[src/rtl/trig_seq_pkg.sv]
package trig_seq_pkg;
  typedef enum logic [1:0] {
    RUN_IDLE  = 2'd0,
    RUN_ARMED = 2'd1,
    RUN_FIRED = 2'd2
  } run_state_t;
endpackage

[src/rtl/trig_seq_match.sv]
// Parallel per-stage comparators and start-flag extraction.
module trig_seq_match #(
  parameter int DATA_W    = 32,
  parameter int N_STAGES  = 4,
  parameter int CFG_W     = 32,
  parameter int START_BIT = 3
) (
  input  logic [N_STAGES*DATA_W-1:0] mask_i,
  input  logic [N_STAGES*DATA_W-1:0] value_i,
  input  logic [N_STAGES*CFG_W-1:0]  cfg_i,
  input  logic [DATA_W-1:0]          sample_i,
  output logic [N_STAGES-1:0]        hit_o,
  output logic [N_STAGES-1:0]        start_o
);
  for (genvar k = 0; k < N_STAGES; k++) begin : g_stage
    logic [DATA_W-1:0] msk;
    logic [DATA_W-1:0] ref_w;
    assign msk        = mask_i[k*DATA_W +: DATA_W];
    assign ref_w      = value_i[k*DATA_W +: DATA_W];
    assign hit_o[k]   = ((sample_i & msk) == (ref_w & msk));
    assign start_o[k] = cfg_i[k*CFG_W + START_BIT];
  end

  // Control-word bits other than the start flag are reserved.
  logic cfg_unused;
  assign cfg_unused = ^cfg_i;
endmodule

[src/rtl/trig_seq_ctrl.sv]
// Stage sequencer: next-state logic and registers.
module trig_seq_ctrl
  import trig_seq_pkg::*;
#(
  parameter int N_STAGES = 4,
  localparam int SW = (N_STAGES > 1) ? $clog2(N_STAGES) : 1
) (
  input  logic                clk,
  input  logic                rst_n,
  input  logic                arm_i,
  input  logic                vld_i,
  input  logic [N_STAGES-1:0] hit_i,
  input  logic [N_STAGES-1:0] start_i,
  output logic [SW-1:0]       stage_o,
  output logic                trig_o
);
  localparam logic [SW-1:0] LAST_STAGE = SW'(N_STAGES - 1);

  run_state_t state_q, state_d;
  logic [SW-1:0] stage_q, stage_d;
  logic trig_q, trig_d;
  logic cur_hit, cur_start;

  assign cur_hit   = hit_i[stage_q];
  assign cur_start = start_i[stage_q];

  always_comb begin
    state_d = state_q;
    stage_d = stage_q;
    trig_d  = 1'b0;
    if (arm_i) begin
      state_d = RUN_ARMED;
      stage_d = '0;
    end else if (state_q == RUN_ARMED && vld_i && cur_hit) begin
      if (cur_start) begin
        state_d = RUN_FIRED;
        trig_d  = 1'b1;
      end else if (stage_q != LAST_STAGE) begin
        stage_d = stage_q + SW'(1);
      end
    end
  end

  always_ff @(posedge clk or negedge rst_n) begin
    if (!rst_n) begin
      state_q <= RUN_IDLE;
      stage_q <= '0;
      trig_q  <= 1'b0;
    end else begin
      state_q <= state_d;
      stage_q <= stage_d;
      trig_q  <= trig_d;
    end
  end

  assign stage_o = stage_q;
  assign trig_o  = trig_q;
endmodule

[src/rtl/trig_seq.sv]
module trig_seq #(
  parameter int DATA_W    = 32,
  parameter int N_STAGES  = 4,
  parameter int CFG_W     = 32,
  parameter int START_BIT = 3,
  localparam int SW = (N_STAGES > 1) ? $clog2(N_STAGES) : 1
) (
  input  logic                       clk,
  input  logic                       rst_n,
  input  logic                       arm_i,
  input  logic [N_STAGES*DATA_W-1:0] mask_i,
  input  logic [N_STAGES*DATA_W-1:0] value_i,
  input  logic [N_STAGES*CFG_W-1:0]  cfg_i,
  input  logic [DATA_W-1:0]          sample_i,
  input  logic                       sample_vld_i,
  output logic                       trig_o,
  output logic [SW-1:0]              stage_o
);
  logic [N_STAGES-1:0] hit;
  logic [N_STAGES-1:0] start;

  trig_seq_match #(
    .DATA_W(DATA_W), .N_STAGES(N_STAGES), .CFG_W(CFG_W), .START_BIT(START_BIT)
  ) u_match (
    .mask_i(mask_i), .value_i(value_i), .cfg_i(cfg_i),
    .sample_i(sample_i), .hit_o(hit), .start_o(start)
  );

  trig_seq_ctrl #(.N_STAGES(N_STAGES)) u_ctrl (
    .clk(clk), .rst_n(rst_n), .arm_i(arm_i), .vld_i(sample_vld_i),
    .hit_i(hit), .start_i(start), .stage_o(stage_o), .trig_o(trig_o)
  );
endmodule

[config.mk]
export PLATFORM = sky130hd
export DESIGN_NAME = trig_seq
export DESIGN_NICKNAME = d
export VERILOG_FILES = /design/src/rtl/trig_seq_pkg.sv /design/src/rtl/trig_seq_match.sv /design/src/rtl/trig_seq_ctrl.sv /design/src/rtl/trig_seq.sv
export SDC_FILE = /design/constraint.sdc
export NUM_CORES = 1
export LEC_CHECK = 0
export ABC_AREA = 0
export BUFFER_PORTS_ARGS = -buffer_cell sky130_fd_sc_hd__buf_2
export CORE_AREA = 4 4 162 164
export DETAILED_ROUTE_END_ITERATION = 10
export DIE_AREA = 0 0 166 168
export SYNTH_ARGS = -nofsm -noshare
export SYNTH_HDL_FRONTEND = slang
export SYNTH_SLANG_ARGS = --single-unit
[constraint.sdc]
create_clock -name clk -period 4.59 [get_ports clk]
set_clock_uncertainty 0.05 [all_clocks]
set_input_delay 0 -clock clk [delete_from_list [all_inputs] [get_ports clk]]
set_output_delay 0 -clock clk [all_outputs]
set_load 0.01 [all_outputs]
* Word-level counts from Yosys, hierarchy flattened
Cells that the tools add are included.
** Word-level totals
- Register bits :: 5
- Bits of input ports :: 420
- Output and inout bits :: 3
** Operators by class
- $add $sub $neg :: 1
- Magnitude comparators :: 1
- Eq/ne operators :: 7
- Multiplexer cells :: 14
- Bitwise gates (word level) :: 8
- Reductions and logical operators :: 7
** Operators by type and width (count)
- 32-bit AND :: 8
- 32-bit == test :: 4
- 2-bit 2-to-1 mux :: 7
- 2-bit nonzero test :: 3
- 1-bit 2-to-1 mux :: 5
- 1-bit binary-select mux with 2-bit select :: 2
- 2-bit != test (second input constant) :: 2
- 2-bit by 3-bit less-than comparator with 1-bit output (second input constant) :: 1
- 3-bit AND reduction :: 1
- 2-bit by 1-bit adder with 2-bit output (second input constant) :: 1
- 2-bit by 1-bit == test with 1-bit output (second input constant) :: 1
- 1-bit logical AND :: 2
- 2-bit AND reduction :: 1

* Logic depth before layout (Yosys ltp)
- Depth in word-level cells :: 7
- Mapped depth :: 8
- Mapped depth without buffers :: 8

* By module
Synthesis repeated with hierarchy kept, for this count alone.
** Unflattened totals
- Cell total of the unflattened synthesis :: 237
- Area, all modules :: 2062.0 µm²
** By module, submodules not included
- trig_seq_match :: times used 1, cells an instance 216, area an instance 1781.7 µm², seq. area each 0.0 µm²
- trig_seq_ctrl :: times used 1, cells an instance 21, area an instance 280.3 µm², seq. area each 125.1 µm²

* Worst setup path after synthesis
Ideal clock, no wire load.
- Path type :: reg-to-reg
- Start point :: register u_ctrl.stage_q[0], in the netlist u_ctrl.stage_o[0]
- End point :: register u_ctrl.stage_q[0], in the netlist u_ctrl.stage_o[0]
- Setup time :: 0.120 ns
- Arrival :: 1.542 ns
- Slack :: 2.877 ns
- Stages on the path, launching flop included :: 9
- Cell sequence :: dfrtp_1 -> inv_1 -> a2111oi_0 -> nand3_1 -> nor3_2 -> a32oi_1 -> nand2_2 -> a311oi_1 -> a41o_1
** Between the ends
- Word-level cells in the longest chain between the ends :: 5
- Elaborated cells on any way between the ends :: 15
- Those cells by class :: add/sub: 1; eq/ne: 2; mux: 8; reduce/logical: 4
** RTL lines
- start: declaration :: line trig_seq_ctrl.sv:20 : logic [SW-1:0] stage_q, stage_d;
- start signal: assignment :: line trig_seq_ctrl.sv:51 : stage_q <= stage_d;
- 2-bit by 1-bit adder with 2-bit output / 1-bit binary-select mux with 2-bit select (equally long branches) :: line trig_seq_ctrl.sv:39, trig_seq_ctrl.sv:24
- 2-bit 2-to-1 mux / 1-bit 2-to-1 mux (equally long branches) :: line trig_seq_ctrl.sv:38, trig_seq_ctrl.sv:24
- 2-bit 2-to-1 mux / 1-bit logical AND (equally long branches) :: line trig_seq_ctrl.sv:35, trig_seq_ctrl.sv:34
- 2-bit 2-to-1 mux / 2-bit nonzero test (equally long branches)
- 2-bit 2-to-1 mux / 3-bit AND reduction (equally long branches)
Parallel ways exist; a longest one is shown, timed or not. The select of a mux whose other input is x is not followed.
A chain may end at the register's enable or synchronous reset.

* Worst setup path after layout
Ends and elaborated chain as after synthesis.

==> flow_summary.toml <==
[sta]
fmax_mhz = 395
finalSetupViolCount = 0
finalHoldViolCount = 0
relSlewSlack_pct = 47.6
grt_setup_unrepaired = "no"
setup_tns_ns = 0
worst_slack_ns = 2.06
fin_crit_sh_pct = 55.2
finalMaxSlewViolations = 0
fin_crit_ns = 2.53
tightest_slew_ns = 0.766

[power_and_ir_drop]
pwr-share-seq_pct = 8.3
cellPowerDensity_mw_per_mm2 = 132
leakage_uw = 0.00210
power.share.clock_pct = 26.7
vdd_drop_max_uv = 68.7
combPwrFrac_pct = 65.0
swShare_pct = 38.2
p_sw_uw = 203
internal_power_uw = 329

[synth]
synth_xor_area_share_pct = 55.3
synth_top_family_by_area = "XOR/XNOR gates"
synthTopCellsByCount = "xor2_1, a22oi_1, nand4_1"
yosys.area_share.simple_pct = 8.28
synthesis.area_mm2 = 0.00203
synthMuxAreaShare_pct = 1.11
async_reset_ff_share_pct = 100
synthMostInstantiatedCell = "xor2_1"
ys.warnings.count = 0
seq_area_frac_synth_pct = 6.18
synth_flop_cell = "dfrtp_1"
synth-compound-area-share_pct = 27.5
avgSynthCellArea_um2 = 8.41
ys_types = 27
synth_fp_nets = 662
netlist.area_leader.share_pct = 55.3
synth_edf_count = 0
synth_top_cell_by_area = "xor2_1"
synth_seq_cells = 5
synth.area.top_cells = "xor2_1, a22oi_1, dfrtp_1"
netlist_instances = 241
synthAdderAreaFrac_pct = 0.618

[grt]
grt_first_pass_wirelength_um = 23400
grt.overflow.total = 0
grt_pass1_vias = 3403
antenna_found_initial = 14
grt_max_degree = 8
track_usage_pct = 11.7

[critical_path]
r2r_start = "u_ctrl.stage_o[0]"
rrSetupSlack_ns = 2.06
path_cells = "inv_1 -> a2111oi_0 -> nand3_1 -> nor3_2 -> a32oi_1 -> nand2_2 -> a311oi_1 -> a41o_1"
cp.arrival_ns = 2.59
crit_fanout = 7
crit_type = "reg -> reg"
start_kind = "register"
rr_worst_depth = 8
cp_slowest_cell = "a2111oi_0"
worstPathRequired_ns = 4.65
cp-end-kind = "register"
slowest_delay_ns = 0.62
r2r-end = "u_ctrl.stage_o[0]"

[floorplan]
die_w_um = 166
fp-row-count = 58
die_area_mm2 = 0.0279
core-area_mm2 = 0.0249
start_util_pct = 8.14
io_pins = 423
die_h_um = 168

[clock_network]
cts.root.buffer_cell = "clkbuf_16"
postCtsSetupBuffers = 0
worst_skew_pair.late_latency_ns = 0.22
clock_path_buffers = 2
cts_resized = 0
cts_buffers = 3
clkTransAtPathRegs_ns = 0.03
cts_tree = "built"
hold_buffers = 1
cts_sinks = 5
htreeDepth = 1

[drt]
drt_wl_total_um = 17600
drc_errors = 0
wl_per_cell_um = 20.0
ant_nets = 0
vias = 3197
via_per_inst = 3.64
initialDrtViolationCount = 79
dr.pass1.iters = 4

[final_layout]
area_delta_synth_final_pct = 99.3
num-nets-final = 967
fillers = 2853
drive_gt1_share_pct = 56.1

[status]
outcome = "finished, final reports clean"

[placed_design]
dp_hpwl_um = 16500
place_ws_ns = 1.80
portBuffers = 298
routabilityCongestion = 0.963

[worst_hold_path]
hold_path_class = "in -> reg"
min_path_cells = 2
hold_end = "u_ctrl.state_q[1]"
hp-start = "arm_i"

[job]
cap_violations = 0
## critical path: cells and delay by family (launching register included)
family                 cells  cell delay, ns
AOI/OAI and AO/OA          4            1.16
and+or+nand+nor            3            0.59
DFF                        1            0.47
buffers and inverters      1            0.12
## routing by layer
layer  vias to the layer above  wire (um)  track usage (%)  share of wire [%]
li1                       1531          -                -                  -
met1                      1383       7000             13.3                 40
met2                       226       8260             20.6                 47
met3                        37       1810             5.02                 10
met4                        20        422             2.51                2.4
met5                         -        125                0               0.71
## layout by cell type (no fill, tap or decap)
| cell | count |
|---|---|
| nand3_1 | 5 |
| clkbuf_1 | 1 |
| nand4_1 | 11 |
| nand2_2 | 1 |
| a311oi_1 | 2 |
| o21a_1 | 1 |
| xor2_1 | 128 |
| and3_1 | 1 |
| inv_1 | 5 |
| buf_2 | 298 |
| diode_2 | 4 |
| nor3_1 | 2 |
| o21ai_0 | 1 |
| and4_1 | 1 |
| a2111oi_0 | 2 |
| a221oi_1 | 4 |
| a22o_1 | 4 |
| nor3_2 | 1 |
| nor2_1 | 3 |
| clkbuf_16 | 3 |
| nand2_1 | 4 |
| a21oi_1 | 2 |
| dlygate4sd3_1 | 1 |
| a32oi_1 | 1 |
| a41o_1 | 1 |
| ha_1 | 1 |
| a222oi_1 | 4 |
| nor4_1 | 1 |
| a22oi_1 | 48 |
| mux4_2 | 1 |
| a41o_2 | 1 |
| buf_4 | 1 |
| dfrtp_1 | 5 |
## stage by stage
stage / total power, uW / cells / util [%] / instance area [um2] / hold slack (ns)
6_report: 533 / 879 / 16.2 / 4040 / 0.0271
5_1_grt: 574 / 878 / 16.2 / 4030 / 0.0329
4_1_cts: 549 / 875 / 16.2 / 4030 / 0.0249
3_5_place_dp: 402 / 870 / 15.8 / 3940 / -0.234
3_3_place_gp: 397 / 870 / 15.8 / 3940 / -0.235
2_1_floorplan: 165 / 241 / - / 2030 / -0.346
## area by class of cell
class	instances	area, um2	share of cell area (%)
Multi-Input combinational cell	231	1880	46.6
Timing Repair Buffer	300	1510	37.4
Tap cell	330	413	10.2
Sequential cell	5	125	3.10
Clock buffer	4	78.8	1.95
Inverter	5	18.8	0.465
Antenna cell	4	10.0	0.248
## kinds of logic after synthesis
logic type,Yosys count
flip-flops,5
multiplexers,1
buffers and inverters,5
XOR/XNOR,128
AND/OR/NAND/NOR,30
AO/OA/AOI/OAI,71
adder cells (fa/ha/maj),1
## power by group through the flow
stage | sequential, uW | clock, uW | combinational, uW
2_1_floorplan | 44.9 | 0 | 121
3_3_place_gp | 44.9 | 0 | 352
3_5_place_dp | 44.9 | 0 | 357
4_1_cts | 44.4 | 145 | 359
5_1_grt | 44.3 | 148 | 382
6_report | 44.4 | 142 | 346
## registers in the layout, indices dropped and copies added (netlist names)
name,count
u_ctrl.state_q,2
u_ctrl.stage_o,2
u_ctrl.trig_o,1
## worst max path at each step
stage / startpoint / end / slack [ns] / cells past startpoint
5_1_grt: u_ctrl.stage_o[0] / u_ctrl.state_q[0] / 1.67 / 8
4_1_cts: u_ctrl.stage_o[0] / u_ctrl.state_q[0] / 1.79 / 8
3_5_place_dp: u_ctrl.stage_o[0] / u_ctrl.state_q[0] / 1.80 / 8
6_report: u_ctrl.stage_o[0] / u_ctrl.stage_o[0] / 2.06 / 8
2_1_floorplan: u_ctrl.stage_o[0] / u_ctrl.stage_o[0] / 2.88 / 8
3_3_place_gp: u_ctrl.stage_o[0] / u_ctrl.stage_o[0] / 1.84 / 8
No activity file was read; power rests on OpenSTA's default activity.
